## src/rtl/uwe_pkg.sv

```systemverilog
package uwe_pkg;
  localparam int unsigned ADDR_W     = 6;
  localparam int unsigned DATA_W     = 16;
  localparam int unsigned OP_W       = 3;
  localparam logic [OP_W-1:0] OP_READ = 3'b110;
  localparam logic [15:0] FILL_MUL   = 16'h0203;
  localparam logic [15:0] FILL_XOR   = 16'h1111;
  localparam logic [15:0] SUM_TARGET = 16'hBABA;
endpackage

```

## src/rtl/uwe_store.sv

```systemverilog
module uwe_store #(
  parameter int unsigned ADDR_W  = uwe_pkg::ADDR_W,
  parameter int unsigned DATA_W  = uwe_pkg::DATA_W,
  parameter logic [47:0] STATION = 48'h665544332211
) (
  input  logic [ADDR_W-1:0] ser_addr,
  output logic [DATA_W-1:0] ser_word,
  input  logic [ADDR_W-1:0] par_addr,
  output logic [DATA_W-1:0] par_word
);
  localparam int unsigned WORDS     = 1 << ADDR_W;
  localparam int unsigned STN_WORDS = 48 / DATA_W;

  function automatic logic [DATA_W-1:0] base_word(input int unsigned i);
    logic [31:0] p;
    if (i < STN_WORDS) return STATION[i*DATA_W +: DATA_W];
    p = i * 32'(uwe_pkg::FILL_MUL);
    return p[DATA_W-1:0] ^ DATA_W'(uwe_pkg::FILL_XOR);
  endfunction

  function automatic logic [DATA_W-1:0] calc_csum();
    logic [DATA_W-1:0] s;
    s = '0;
    for (int unsigned i = 0; i < WORDS - 1; i++) s = s + base_word(i);
    return DATA_W'(uwe_pkg::SUM_TARGET) - s;
  endfunction

  localparam logic [DATA_W-1:0] CSUM_WORD = calc_csum();

  logic [DATA_W-1:0] rom [WORDS];

  for (genvar g = 0; g < WORDS; g++) begin : g_word
    if (g == WORDS - 1) begin : g_sum
      assign rom[g] = CSUM_WORD;
    end else begin : g_base
      assign rom[g] = base_word(unsigned'(g));
    end
  end

  assign ser_word = rom[ser_addr];
  assign par_word = rom[par_addr];
endmodule

```

## src/rtl/uwe_serial.sv

```systemverilog
module uwe_serial #(
  parameter int unsigned ADDR_W = uwe_pkg::ADDR_W,
  parameter int unsigned DATA_W = uwe_pkg::DATA_W,
  localparam int unsigned BIT_W = $clog2(DATA_W),
  localparam int unsigned IDX_W = ADDR_W + BIT_W,
  localparam int unsigned FRAME = uwe_pkg::OP_W + ADDR_W,
  localparam int unsigned CNT_W = $clog2(FRAME + 1)
) (
  input  logic             clk,
  input  logic             rst_n,
  input  logic             wr_en,
  input  logic             wr_cs,
  input  logic             wr_sk,
  input  logic             wr_di,
  output logic             cs_q,
  output logic             sk_q,
  output logic [IDX_W-1:0] out_idx,
  output logic             reading,
  output logic [CNT_W-1:0] in_cnt
);
  logic [FRAME-1:0] val_q, n_val;
  logic [CNT_W-1:0] n_cnt;
  logic [IDX_W-1:0] n_idx;
  logic             n_rd;

  always_comb begin
    n_val = val_q;
    n_cnt = in_cnt;
    n_idx = out_idx;
    n_rd  = reading;
    if (wr_en && wr_cs) begin
      // select rise clears first, then any clock edge in the same write
      if (!cs_q) begin
        n_val = '0;
        n_cnt = '0;
        n_idx = '0;
        n_rd  = 1'b0;
      end
      if (wr_sk != sk_q) begin
        if (!wr_sk) begin
          n_idx = n_idx + IDX_W'(1);
        end else begin
          n_val = {n_val[FRAME-2:0], wr_di};
          if (n_cnt != '1) n_cnt = n_cnt + CNT_W'(1);
          if (n_cnt == CNT_W'(FRAME) && !n_rd) begin
            n_idx = {n_val[ADDR_W-1:0], {BIT_W{1'b0}}} - IDX_W'(1);
            n_rd  = (n_val[FRAME-1 -: uwe_pkg::OP_W] == uwe_pkg::OP_READ);
          end
        end
      end
    end
  end

  always_ff @(posedge clk or negedge rst_n) begin
    if (!rst_n) begin
      cs_q    <= 1'b0;
      sk_q    <= 1'b0;
      val_q   <= '0;
      in_cnt  <= '0;
      out_idx <= '0;
      reading <= 1'b0;
    end else begin
      if (wr_en) begin
        cs_q <= wr_cs;
        sk_q <= wr_sk;
      end
      val_q   <= n_val;
      in_cnt  <= n_cnt;
      out_idx <= n_idx;
      reading <= n_rd;
    end
  end
endmodule

```

## src/rtl/uwe_pread.sv

```systemverilog
module uwe_pread #(
  parameter int unsigned ADDR_W = uwe_pkg::ADDR_W,
  parameter int unsigned DATA_W = uwe_pkg::DATA_W,
  parameter int unsigned REQ_AW = 8
) (
  input  logic              clk,
  input  logic              rst_n,
  input  logic              pr_start,
  input  logic [REQ_AW-1:0] pr_addr,
  output logic [ADDR_W-1:0] par_addr,
  input  logic [DATA_W-1:0] par_word,
  output logic              pr_done,
  output logic [DATA_W-1:0] pr_data
);
  logic in_range;
  assign in_range = (pr_addr[REQ_AW-1:ADDR_W] == '0);
  assign par_addr = pr_addr[ADDR_W-1:0];

  always_ff @(posedge clk or negedge rst_n) begin
    if (!rst_n) begin
      pr_done <= 1'b0;
      pr_data <= '0;
    end else begin
      pr_done <= pr_start;
      pr_data <= (pr_start && in_range) ? par_word : '0;
    end
  end
endmodule

```

## src/rtl/uwe_responder.sv

```systemverilog
module uwe_responder #(
  parameter int unsigned ADDR_W  = uwe_pkg::ADDR_W,
  parameter int unsigned DATA_W  = uwe_pkg::DATA_W,
  parameter int unsigned REQ_AW  = 8,
  parameter logic [47:0] STATION = 48'h665544332211
) (
  input  logic              clk,
  input  logic              rst_n,
  input  logic              wr_en,
  input  logic              wr_cs,
  input  logic              wr_sk,
  input  logic              wr_di,
  input  logic              wr_req,
  output logic              rd_present,
  output logic              rd_grant,
  output logic              rd_cs,
  output logic              rd_sk,
  output logic              rd_di,
  output logic              rd_req,
  output logic              rd_do,
  input  logic              pr_start,
  input  logic [REQ_AW-1:0] pr_addr,
  output logic              pr_done,
  output logic [DATA_W-1:0] pr_data
);
  localparam int unsigned BIT_W = $clog2(DATA_W);
  localparam int unsigned IDX_W = ADDR_W + BIT_W;
  localparam int unsigned FRAME = uwe_pkg::OP_W + ADDR_W;
  localparam int unsigned CNT_W = $clog2(FRAME + 1);

  logic [IDX_W-1:0]  out_idx;
  logic              reading;
  logic [CNT_W-1:0]  in_cnt;
  logic [DATA_W-1:0] ser_word, par_word;
  logic [ADDR_W-1:0] par_addr;
  logic              di_q, req_q;

  uwe_serial #(.ADDR_W(ADDR_W), .DATA_W(DATA_W)) u_serial (
    .clk(clk), .rst_n(rst_n), .wr_en(wr_en), .wr_cs(wr_cs), .wr_sk(wr_sk),
    .wr_di(wr_di), .cs_q(rd_cs), .sk_q(rd_sk), .out_idx(out_idx),
    .reading(reading), .in_cnt(in_cnt)
  );

  uwe_store #(.ADDR_W(ADDR_W), .DATA_W(DATA_W), .STATION(STATION)) u_store (
    .ser_addr(out_idx[IDX_W-1:BIT_W]), .ser_word(ser_word),
    .par_addr(par_addr), .par_word(par_word)
  );

  uwe_pread #(.ADDR_W(ADDR_W), .DATA_W(DATA_W), .REQ_AW(REQ_AW)) u_pread (
    .clk(clk), .rst_n(rst_n), .pr_start(pr_start), .pr_addr(pr_addr),
    .par_addr(par_addr), .par_word(par_word), .pr_done(pr_done),
    .pr_data(pr_data)
  );

  always_ff @(posedge clk or negedge rst_n) begin
    if (!rst_n) begin
      di_q  <= 1'b0;
      req_q <= 1'b0;
    end else if (wr_en) begin
      di_q  <= wr_di;
      req_q <= wr_req;
    end
  end

  assign rd_present = 1'b1;
  assign rd_grant   = 1'b1;
  assign rd_di      = di_q;
  assign rd_req     = req_q;
  // most significant bit first: bit DATA_W-1-pos[3:0]
  assign rd_do = !reading || ser_word[~out_idx[BIT_W-1:0]];
endmodule

```

## config.mk

```make
export PLATFORM = sky130hd
export DESIGN_NAME = uwe_responder
export DESIGN_NICKNAME = d
export VERILOG_FILES = /design/src/rtl/uwe_pkg.sv /design/src/rtl/uwe_store.sv /design/src/rtl/uwe_serial.sv /design/src/rtl/uwe_pread.sv /design/src/rtl/uwe_responder.sv
export SDC_FILE = /design/constraint.sdc
export NUM_CORES = 1
export LEC_CHECK = 0
export BUFFER_PORTS_ARGS = -buffer_cell sky130_fd_sc_hd__buf_2
export CAP_MARGIN = 0
export CORE_MARGIN = 2
export CORE_UTILIZATION = 55
export DETAILED_ROUTE_END_ITERATION = 12
export PLACE_DENSITY = 0.74
export REMOVE_ABC_BUFFERS = 1
export SLEW_MARGIN = 20
export SYNTH_ARGS = -nofsm -noshare
export SYNTH_HDL_FRONTEND = slang
export SYNTH_HIERARCHICAL = 1
export SYNTH_SLANG_ARGS = --single-unit
```

## constraint.sdc

```tcl
create_clock -name clk -period 3.2 [get_ports clk]
set_input_delay 0 -clock clk [delete_from_list [all_inputs] [get_ports clk]]
set_output_delay 0 -clock clk [all_outputs]
set_load 0.01 [all_outputs]
```

==> results of run 1 <==
through the flow:
step	power, mW	worst slack [ps]
floorplan	1.31	979
global placement	1.49	993
detailed placement	1.53	876
CTS	1.90	527
global route	2.02	395
finish	1.89	527
cell type report:
cell class | count | area (um2) | area share (%)
timing repair buffer | 46 | 265 | 6.93
inverter | 10 | 42.5 | 1.11
clock buffer | 5 | 68.8 | 1.80
clock inverter | 3 | 18.8 | 0.490
tap | 77 | 96.3 | 2.52
multi-input combinational | 309 | 2230 | 58.4
sequential | 44 | 1100 | 28.8
cell usage after synthesis (6+ instances only):
master                     number
sky130_fd_sc_hd__inv_1          8
sky130_fd_sc_hd__buf_2         11
sky130_fd_sc_hd__clkbuf_1       7
sky130_fd_sc_hd__nand4_1        7
sky130_fd_sc_hd__ha_1          16
sky130_fd_sc_hd__nand2_1       54
sky130_fd_sc_hd__and4bb_2      16
sky130_fd_sc_hd__and3_1         8
sky130_fd_sc_hd__buf_4         15
sky130_fd_sc_hd__o21ai_1       16
sky130_fd_sc_hd__o21ai_0       11
sky130_fd_sc_hd__mux2i_1        7
sky130_fd_sc_hd__a21oi_1       17
sky130_fd_sc_hd__a22oi_1        6
sky130_fd_sc_hd__nor2_1        19
sky130_fd_sc_hd__nand3_1       10
sky130_fd_sc_hd__dfrtp_1       44
sky130_fd_sc_hd__nor3_1         7
sky130_fd_sc_hd__nand2b_1       8
worst reg2reg max path, stage by stage (launching register included):
cell	delay, ps
sky130_fd_sc_hd__dfrtp_1	470
sky130_fd_sc_hd__buf_4	230
sky130_fd_sc_hd__and2_1	190
sky130_fd_sc_hd__ha_1	190
sky130_fd_sc_hd__and3_1	250
sky130_fd_sc_hd__nor4b_1	170
sky130_fd_sc_hd__a21oi_1	130
sky130_fd_sc_hd__o21ai_1	80
sky130_fd_sc_hd__a221o_1	260
timing repair:
| item | 4_1_cts | 5_1_grt |
|---|---|---|
| hold endpoints to repair | 47 | 0 |
| hold buffers | 4 | 0 |
| endpoints found under the setup margin | 0 | 0 |
worst paths after layout:
check	endpoint	slack [ps]	depth (start not counted)
min in group asynchronous	u_serial/out_idx[8]	220	2
worst max-delay path	rd_do	530	8
worst min-delay path	u_serial/val_q[0]	60	3
worst min register to register	rd_di	510	1
worst max register to register	u_serial/out_idx[4]	1130	8
max in group asynchronous	u_serial/in_cnt[2]	2590	2
sequential cells by signal, summed over array words and instances (netlist names):
name	flops
u_serial/val_q	8
u_serial/cs_q	1
rd_di	1
u_pread/pr_done	1
u_serial/reading	1
rd_req	1
u_pread/pr_data	16
u_serial/in_cnt	4
u_serial/out_idx	10
u_serial/sk_q	1
logic make-up after synthesis:
family,Yosys count
buf+inv,48
mux,16
xor+xnor,8
flops,44
other cells,2
compound gates,101
fa+ha+maj,16
simple gates,164
power by group:
part | switching (mW) | leakage, nW | total (mW) | internal [mW]
Combinational | 0.356 | 1.03 | 0.707 | 0.351
Sequential | 0.213 | 0.579 | 0.836 | 0.623
Clock | 0.198 | 0.0479 | 0.350 | 0.152
Total | 0.766 | 1.66 | 1.89 | 1.13
per-layer routing:
layer / up-vias / part of all wire [%]
li1: 1497 / -
met1: 1500 / 46
met2: 86 / 47
met3: 10 / 5.2
met4: 0 / 1.5
met5: - / 0
==> metrics, run 1 <==
run status finished, final reports clean; Max clock buf depth 2; x dimension of the die around 85 um; ANT cells 0; global routing usage on met1 about a third; clock skew after layout 11.1 ps; sort of element at the end of the critical path output port; source of the critical timing path u_serial/out_idx[4]; startpoint class of the critical path flip-flop; asr flop ratio synth 100%; Top FF cell, synth sky130_fd_sc_hd__dfrtp_1; antenna violations before repair 0; Max rail drop VDD about 300 uV; average instance area after synthesis approximately 9.1 um2; RSZ-0062 raised after global routing no; Initial Util 57.0%; global-route congestion overflow total 0; M2 GR Usage between 30% and 40%; Iteration-0 DRC Markers ~360; cell at the root of the clock tree sky130_fd_sc_hd__clkbuf_8; Std-Cell Core Area 6350 um2; post-synthesis cell area about 3600 um2; Routed wire per std cell between 15 and 20 um; total non-filler cell area in the finished layout around 3800 um2; CTS tree built; total count of hold-check failures in the final report 0; largest stage delay on the critical path 620 ps; largest net degree at the start of global routing 45; Crit Path Max Fanout 14; min Tclk post-route about 2700 ps; GR Util All Layers between 20% and 30%; global-route wire length before repair around 14000 um; proportion of synthesized chip area in sequential cells between 30% and 40%; warnings from Yosys 6; total clock buffers created by CTS 5; signed area change from the synthesized netlist to the final layout 5.70%; number of nets in the final layout approximately 450; gate family responsible for the most delay along the worst path multiplexers; max-slew violation count 0; fraction of layout instances using a drive strength above 1 approximately a fifth; gate count of the mapped netlist between 300 and 400; setup violation total in the final timing report 0; Post-CTS Repair Setup Buffers 0; post-synthesis simple-gate area fraction between 20% and 30%; final-layout fill cell count roughly 540; compound-gate portion of the synthesized area about a fifth; number of nets still failing antenna checks after routing 0; number of enable-type register cells in the synthesized netlist 0; drt first pass iters 5; Port Buffer Count 37; fraction of post-synthesis cell area in the top cell type by area a little under a third; number of global-route vias before repair approximately 2.8k; headroom to the max-slew limit 52.5%; cell area power density between 400 and 500 nW/um2; number of primary I/O pins 40; Worst path slowest cell sky130_fd_sc_hd__dfrtp_1; xor/xnor cell area share of the yosys netlist 1.94%; final-layout worst hold slack roughly 58 ps; number of cell rows 29; H-tree levels 2; number of buffer and inverter instances along the worst setup path 2; post-route insts no fill between 400 and 500; combinational family with the most area after synthesis simple AND/OR/NAND/NOR gates; number of vias in the routed layout 3093; data required time of the critical path approximately 3200 ps; Via density around 6.3; clock sink total 44; Max Freq 374 MHz; layer with the highest usage met2; Crit Path Class reg -> out; cell type with the highest aggregate area in the netlist sky130_fd_sc_hd__dfrtp_1; area enclosed by the die boundary between 7000 and 8000 um2; slew at the pin closest to its max-slew limit around 710 ps; die height about 85 um; post-placement cell area roughly 3700 um2; DPL Wire Length 5640 um; critical hold path startpoint wr_di; sum of negative setup slack 0 ps; clock latency on the worst-skew pair roughly 300 ps; number of distinct library cells after synthesis around 80; commonest non-fill, non-tap cell in the layout sky130_fd_sc_hd__nand2_1; Hold WC Path Type in -> reg; number of gates resized after CTS 0; commonest cells after routing, fill and taps aside 54 x sky130_fd_sc_hd__nand2_1, 44 x sky130_fd_sc_hd__dfrtp_1, 36 x sky130_fd_sc_hd__buf_2; endpoint arrival time on the critical path between 2000 and 3000 ps; reported max-cap violation count 0; global routing met3 resource utilization between 2 and 3%; leakage power between 1.5 and 2 nW; reg-to-reg startpoint u_serial/cs_q; final worst-path cycle share 83.5%; flop and latch count out of synthesis 44; synthesized-area fraction occupied by adder cells 5.53%; clock input transition at the sequential cells of the worst setup and hold paths 90 ps; fraction of synthesized area in multiplexers ~6.3%; sum of routed wire length over all layers approximately 8400 um; utilization of the core after routing approximately three fifths; placed insts approximately 480; placer congestion estimate around 0.86; top cells by area in the synthesized netlist sky130_fd_sc_hd__dfrtp_1 30%, sky130_fd_sc_hd__nand2_1 5.6%, sky130_fd_sc_hd__and4bb_2 5.5%; final routed DRC violation total 0; Cell Chain, Critical Path inv_1, ha_1, o21ai_0, mux2i_1, mux4_1, nand3_1, nand4_1, buf_2
No activity file was read; power rests on OpenSTA's default activity.
==> run 2: changes to the inputs <==
Settings changed: ABC_AREA set to 1, PLACE_DENSITY 0.74 to 0.73.
Clock period 3.2 ns to 2.8 ns, I/O delays scaled along.
==> metrics, run 2 <==
depth of the worst hold-timing path 3; Max Freq between 400 and 500 MHz; end of the worst register-to-register path u_serial/out_idx[6]; Std-Cell Core Area ~6800 um2; global-route wire length before repair 14600 um; number of gates resized after CTS 0; Max rail drop VDD about 340 uV; number of enable-type register cells in the synthesized netlist 0; cell at the root of the clock tree sky130_fd_sc_hd__clkbuf_8; biggest registers after layout u_pread/pr_data x16, u_serial/out_idx x10, u_serial/val_q x8; Crit Path Class reg -> out; fraction of post-synthesis cell area in the top cell type by area around 29%; Via density around 5.4; clock skew after layout 19.3 ps; endpoint arrival time on the critical path ~2200 ps; post-route insts no fill ~670; clock input transition at the sequential cells of the worst setup and hold paths ~100 ps; top cells by area in the synthesized netlist sky130_fd_sc_hd__dfrtp_1 29%, sky130_fd_sc_hd__nand2_1 18%, sky130_fd_sc_hd__nand3_1 7.7%; Max clock buf depth 2; slew at the pin closest to its max-slew limit 686 ps; final routed DRC violation total 0; number of nets in the final layout between 600 and 700; commonest cells after routing, fill and taps aside 184 x sky130_fd_sc_hd__nand2_1, 60 x sky130_fd_sc_hd__inv_1, 59 x sky130_fd_sc_hd__nand3_1; register with the highest flop count u_pread/pr_data; startpoint class of the critical path flip-flop; clock latency on the worst-skew pair between 300 and 400 ps; final worst-path cycle share slightly below 80%; source of the critical timing path u_serial/out_idx[4]; global-route congestion overflow total 0; placed insts roughly 660; reported max-cap violation count 0; ANT cells 0; leakage power roughly 2.3 nW; drt first pass iters 5; DPL Wire Length ~6300 um; data required time of the critical path ~2800 ps; commonest cells in the synthesized netlist 184 x sky130_fd_sc_hd__nand2_1, 60 x sky130_fd_sc_hd__inv_1, 59 x sky130_fd_sc_hd__nand3_1; cell type with the highest aggregate area in the netlist sky130_fd_sc_hd__dfrtp_1; CTS tree built; cell area power density 493 nW/um2; GR Util All Layers around a quarter; Initial Util ~57%; number of distinct library cells after synthesis 38; gate count of the mapped netlist approximately 560; Port Buffer Count 37; placer congestion estimate about 0.88; Routed wire per std cell between 10 and 15 um; fraction of layout instances using a drive strength above 1 between 10% and 20%; max-slew violation count 0; Top FF cell, synth sky130_fd_sc_hd__dfrtp_1; reg-to-reg startpoint u_serial/cs_q; dominant cell by count in the synthesized netlist sky130_fd_sc_hd__nand2_1; sort of element at the end of the critical path output port; total count of hold-check failures in the final report 0; Worst R2R Setup Slack around 940 ps; number of nets still failing antenna checks after routing 0; headroom to the max-slew limit roughly 54%; min Tclk post-route around 2200 ps; sum of routed wire length over all layers ~8700 um; Hold Crit Endpoint u_serial/val_q[0]; number of global-route vias before repair roughly 3.2k; depth of the worst register-to-register path 11; proportion of synthesized chip area in sequential cells between 20 and 30%; warnings from Yosys 6; post-synthesis cell area roughly 3800 um2; H-tree levels 2; x dimension of the die 87.4 um; max reg flops 16; commonest non-fill, non-tap cell in the layout sky130_fd_sc_hd__nand2_1; antenna violations before repair 0; die height between 80 and 90 um; Post-CTS Repair Setup Buffers 0; Crit Path Max Fanout 11; final worst setup slack 599 ps; clock sink total 44; quantity of hold-fixing buffers added after cts 4; asr flop ratio synth 100%; number of cell rows 30; average instance area after synthesis 6.79 um2; number of primary I/O pins 40; largest net degree at the start of global routing 45; critical hold path startpoint wr_di; setup violation total in the final timing report 0; Iteration-0 DRC Markers approximately 210; area enclosed by the die boundary around 7600 um2; sum of negative setup slack 0 ps; total clock buffers created by CTS 5; signed area change from the synthesized netlist to the final layout 5.92%; Hold WC Path Type in -> reg; number of vias in the routed layout approximately 3.6k; worst-case setup slack after placement 917 ps; flop and latch count out of synthesis between 40 and 50; RSZ-0062 raised after global routing no; run status finished, final reports clean
-- run 2: cell families (layout without fill, tap and decap cells) --
family          after synthesis  after routing  share of synthesized area, %
simple gates                328            328                          40.1
buf+inv                     106            129                          14.4
compound gates               60             60                          9.52
flops                        44             44                          28.8
fa+ha+maj                    16             16                          5.24
xor+xnor                      5              5                          1.15
other cells                   2              4                         0.196
mux                           2              2                         0.589
-- run 2: metrics by stage --
step	util (%)	instance area (um2)	hold slack, ps	total power, mW
3_5_place_dp	57.6	3890	145	1.48
5_1_grt	59.9	4050	14.4	2.14
2_1_floorplan	-	3570	-296	1.29
6_report	59.9	4050	8.49	2.00
3_3_place_gp	57.6	3890	133	1.47
4_1_cts	59.9	4050	2.34	2.00
-- run 2: power breakdown --
part	internal [mW]	switching (mW)
registers	0.694	0.110
clock network	0.269	0.243
logic	0.245	0.436
-- run 2: final cells by class --
cell class                 count  area (um2)
clock buffer                   5        68.8
clock inverter                 3        46.3
fill                         635        2710
inverter                      75         289
multi-input combinational    415        2180
sequential                    44        1100
tap                           80         100
timing repair buffer          46         265
-- run 2: per-layer routing --
metal | up-vias | global-route usage, % | part of all wire [%]
met2 | 130 | 38.6 | 47
li1 | 1811 | - | -
met4 | 0 | 5.31 | 0.70
met5 | - | 0 | 0
met1 | 1651 | 33.0 | 47
met3 | 7 | 3.32 | 5.7
-- run 2: critical path: stages, from the launching register on --
cell,delay [ps]
sky130_fd_sc_hd__dfrtp_1,560
sky130_fd_sc_hd__ha_1,360
sky130_fd_sc_hd__nand2_1,80
sky130_fd_sc_hd__inv_1,100
sky130_fd_sc_hd__nand3_1,70
sky130_fd_sc_hd__nand2_1,120
sky130_fd_sc_hd__nand2_1,50
sky130_fd_sc_hd__nand2_1,70
sky130_fd_sc_hd__inv_1,30
sky130_fd_sc_hd__nand2_1,50
sky130_fd_sc_hd__nand3_1,70
sky130_fd_sc_hd__nand3_1,80
sky130_fd_sc_hd__nand3_1,70
sky130_fd_sc_hd__nand3_1,90
sky130_fd_sc_hd__buf_2,120
-- run 2: how the worst max path moves through the flow --
| stage | endpoint | cells after the start | slack (ps) |
|---|---|---|---|
| final | rd_do | 14 | 600 |
| after global routing | rd_do | 14 | 390 |
| after CTS | rd_do | 14 | 590 |
| after detailed placement | rd_do | 14 | 920 |
| after global placement | rd_do | 14 | 970 |
| after floorplan | u_serial/out_idx[8] | 11 | 570 |
==> run 3: changes to the inputs <==
Clock period 2.8 ns to 2.2 ns, I/O delays scaled along.
==> metrics, run 3 (synthesized netlist as in run 2, its figures left out) <==
data required time of the critical path 2200 ps; commonest cells after routing, fill and taps aside 184 x sky130_fd_sc_hd__nand2_1, 60 x sky130_fd_sc_hd__inv_1, 59 x sky130_fd_sc_hd__nand3_1; wire length on met3 between 400 and 500 um; number of global-route vias before repair 3239; Max clock buf depth 2; signed area change from the synthesized netlist to the final layout 7.76%; Initial Util about 57%; Port Buffer Count 37; Crit Path Class reg -> out; post-route insts no fill 676; biggest registers after layout u_pread/pr_data x16, u_serial/out_idx x10, u_serial/val_q x8; max-slew violation count 0; min Tclk post-route slightly above 2000 ps; slew at the pin closest to its max-slew limit a little under 600 ps; number of nets in the final layout 627; Hold WC Path Type in -> reg; max reg flops 16; global-route wire length before repair approximately 15000 um; clock skew after layout between 15 and 20 ps; final routed DRC violation total 0; number of primary I/O pins 40; clock sink total 44; total count of hold-check failures in the final report 0; area taken by multi-input logic gates 2180 um2; final worst setup slack about 180 ps; final-layout fill cell count about 630; library cell appearing most often on the critical path sky130_fd_sc_hd__nand2_1; final worst-path cycle share between 90% and 100%; number of cell rows 30; reported max-cap violation count 0; sum of routed wire length over all layers about 9000 um; x dimension of the die just under 90 um; cell at the root of the clock tree sky130_fd_sc_hd__clkbuf_8; drt first pass iters 6; ANT cells 0; largest stage delay on the critical path ~540 ps; fraction of layout instances using a drive strength above 1 20.6%; number of nets still failing antenna checks after routing 0; Std-Cell Core Area slightly below 7000 um2; antenna violations before repair 0; cell area power density 631 nW/um2; global-route congestion overflow total 0; leakage power approximately 2.3 nW; sort of element at the end of the critical path output port; GR Util All Layers 24.3%; DPL Wire Length 6420 um; headroom to the max-slew limit between 60% and 70%; Worst path slowest cell sky130_fd_sc_hd__dfrtp_2; CTS tree built; met1 routed wirelength after detailed routing around 4000 um; placer congestion estimate a little over 0.9; clock latency on the worst-skew pair 310 ps; Met2 Wirelength roughly 4200 um; register with the highest flop count u_pread/pr_data; utilization of the core after routing around three fifths; Via density roughly 5.4; worst-case setup slack after placement around 280 ps; Iteration-0 DRC Markers roughly 220; setup violation total in the final timing report 0; Cell Chain, Critical Path buf_4, nor2_8, nand2_1, o21ai_0, nand2_2, nand2_1, nand2_1, nand3_1, nand3b_1, nand3_1, buf_2; uppermost layer routed met4; total clock buffers created by CTS 5; area enclosed by the die boundary around 7600 um2; Routed wire per std cell roughly 13 um; die height between 80 and 90 um; endpoint arrival time on the critical path about 2000 ps; sequential cell area in the final layout between 1000 and 1500 um2; Max rail drop VDD between 300 and 400 uV; H-tree levels 2; run status finished, final reports clean; placed insts around 660; startpoint class of the critical path flip-flop; RSZ-0062 raised after global routing no; number of vias in the routed layout around 3.6k; Crit Path Max Fanout 15; clock input transition at the sequential cells of the worst setup and hold paths approximately 110 ps; Max Freq between 400 and 500 MHz; largest net degree at the start of global routing 45; commonest non-fill, non-tap cell in the layout sky130_fd_sc_hd__nand2_1
run 3: changes by cell type in the layout (fill, tap and decap cells not counted):
cell / change
sky130_fd_sc_hd__ha_2: +1
sky130_fd_sc_hd__buf_4: +7
sky130_fd_sc_hd__dfrtp_2: +4
sky130_fd_sc_hd__dfrtp_1: -4
sky130_fd_sc_hd__dlygate4sd3_1: +1
sky130_fd_sc_hd__ha_1: -1
run 3: timing repair:
action / CTS / global route
hold buffers: 5 / 0
pin swaps: 0 / 0
endpoints found under the hold margin: 50 / 0
buffers inserted: 0 / 5
gates resized for setup: 2 / 3
setup endpoints to repair: 1 / 1
cloned: 0 / 0
run 3: metrics by stage:
| stage | setup TNS, ps | hold slack, ps | cell area, um2 | total power [mW] |
|---|---|---|---|---|
| after global routing | 0 | 9.01 | 4120 | 2.79 |
| final | 0 | 13.8 | 4120 | 2.60 |
| after CTS | 0 | 7.87 | 4080 | 2.58 |
| after detailed placement | 0 | 141 | 3910 | 1.90 |
| after global placement | 0 | 131 | 3910 | 1.89 |
| after floorplan | -33.8 | -296 | 3570 | 1.64 |
run 3: routing by layer:
| layer | global-route usage (%) | vias up |
|---|---|---|
| met3 | 3.89 | 17 |
| li1 | - | 1835 |
| met1 | 31.6 | 1674 |
| met5 | 0 | - |
| met4 | 8.53 | 0 |
| met2 | 40.6 | 112 |
run 3: layout make-up:
class / instances / share of cell area, %
clock buffers: 5 / 1.67
flip-flops and latches: 44 / 26.8
repair buffers: 54 / 7.96
well taps: 80 / 2.43
multi-input cells: 415 / 53.0
clock inverters: 3 / 1.12
inverters: 75 / 7.01
run 3: where the power goes:
group | switching (mW) | internal (mW)
sequential | 0.132 | 0.887
combinational | 0.574 | 0.341
clock | 0.322 | 0.343
run 3: path summary, 6_finish.rpt:
kind	start	end	slack, ps	cells after the start
max	u_serial/out_idx[6]	rd_do	180	11
min	wr_sk	u_serial/sk_q	10	3
max reg2reg	u_serial/cs_q	u_serial/out_idx[5]	330	12
min reg2reg	rd_di	rd_di	510	1
max in group asynchronous	rst_n	u_serial/out_idx[4]	1570	2
min in group asynchronous	rst_n	u_serial/out_idx[2]	210	2
run 3: critical path, delay by kind of cell, from the launching register on:
| family | cells | cell delay [ps] |
|---|---|---|
| buffers and inverters | 2 | 320 |
| and+or+nand+nor | 8 | 600 |
| AOI/OAI and AO/OA | 1 | 230 |
| DFF | 1 | 540 |
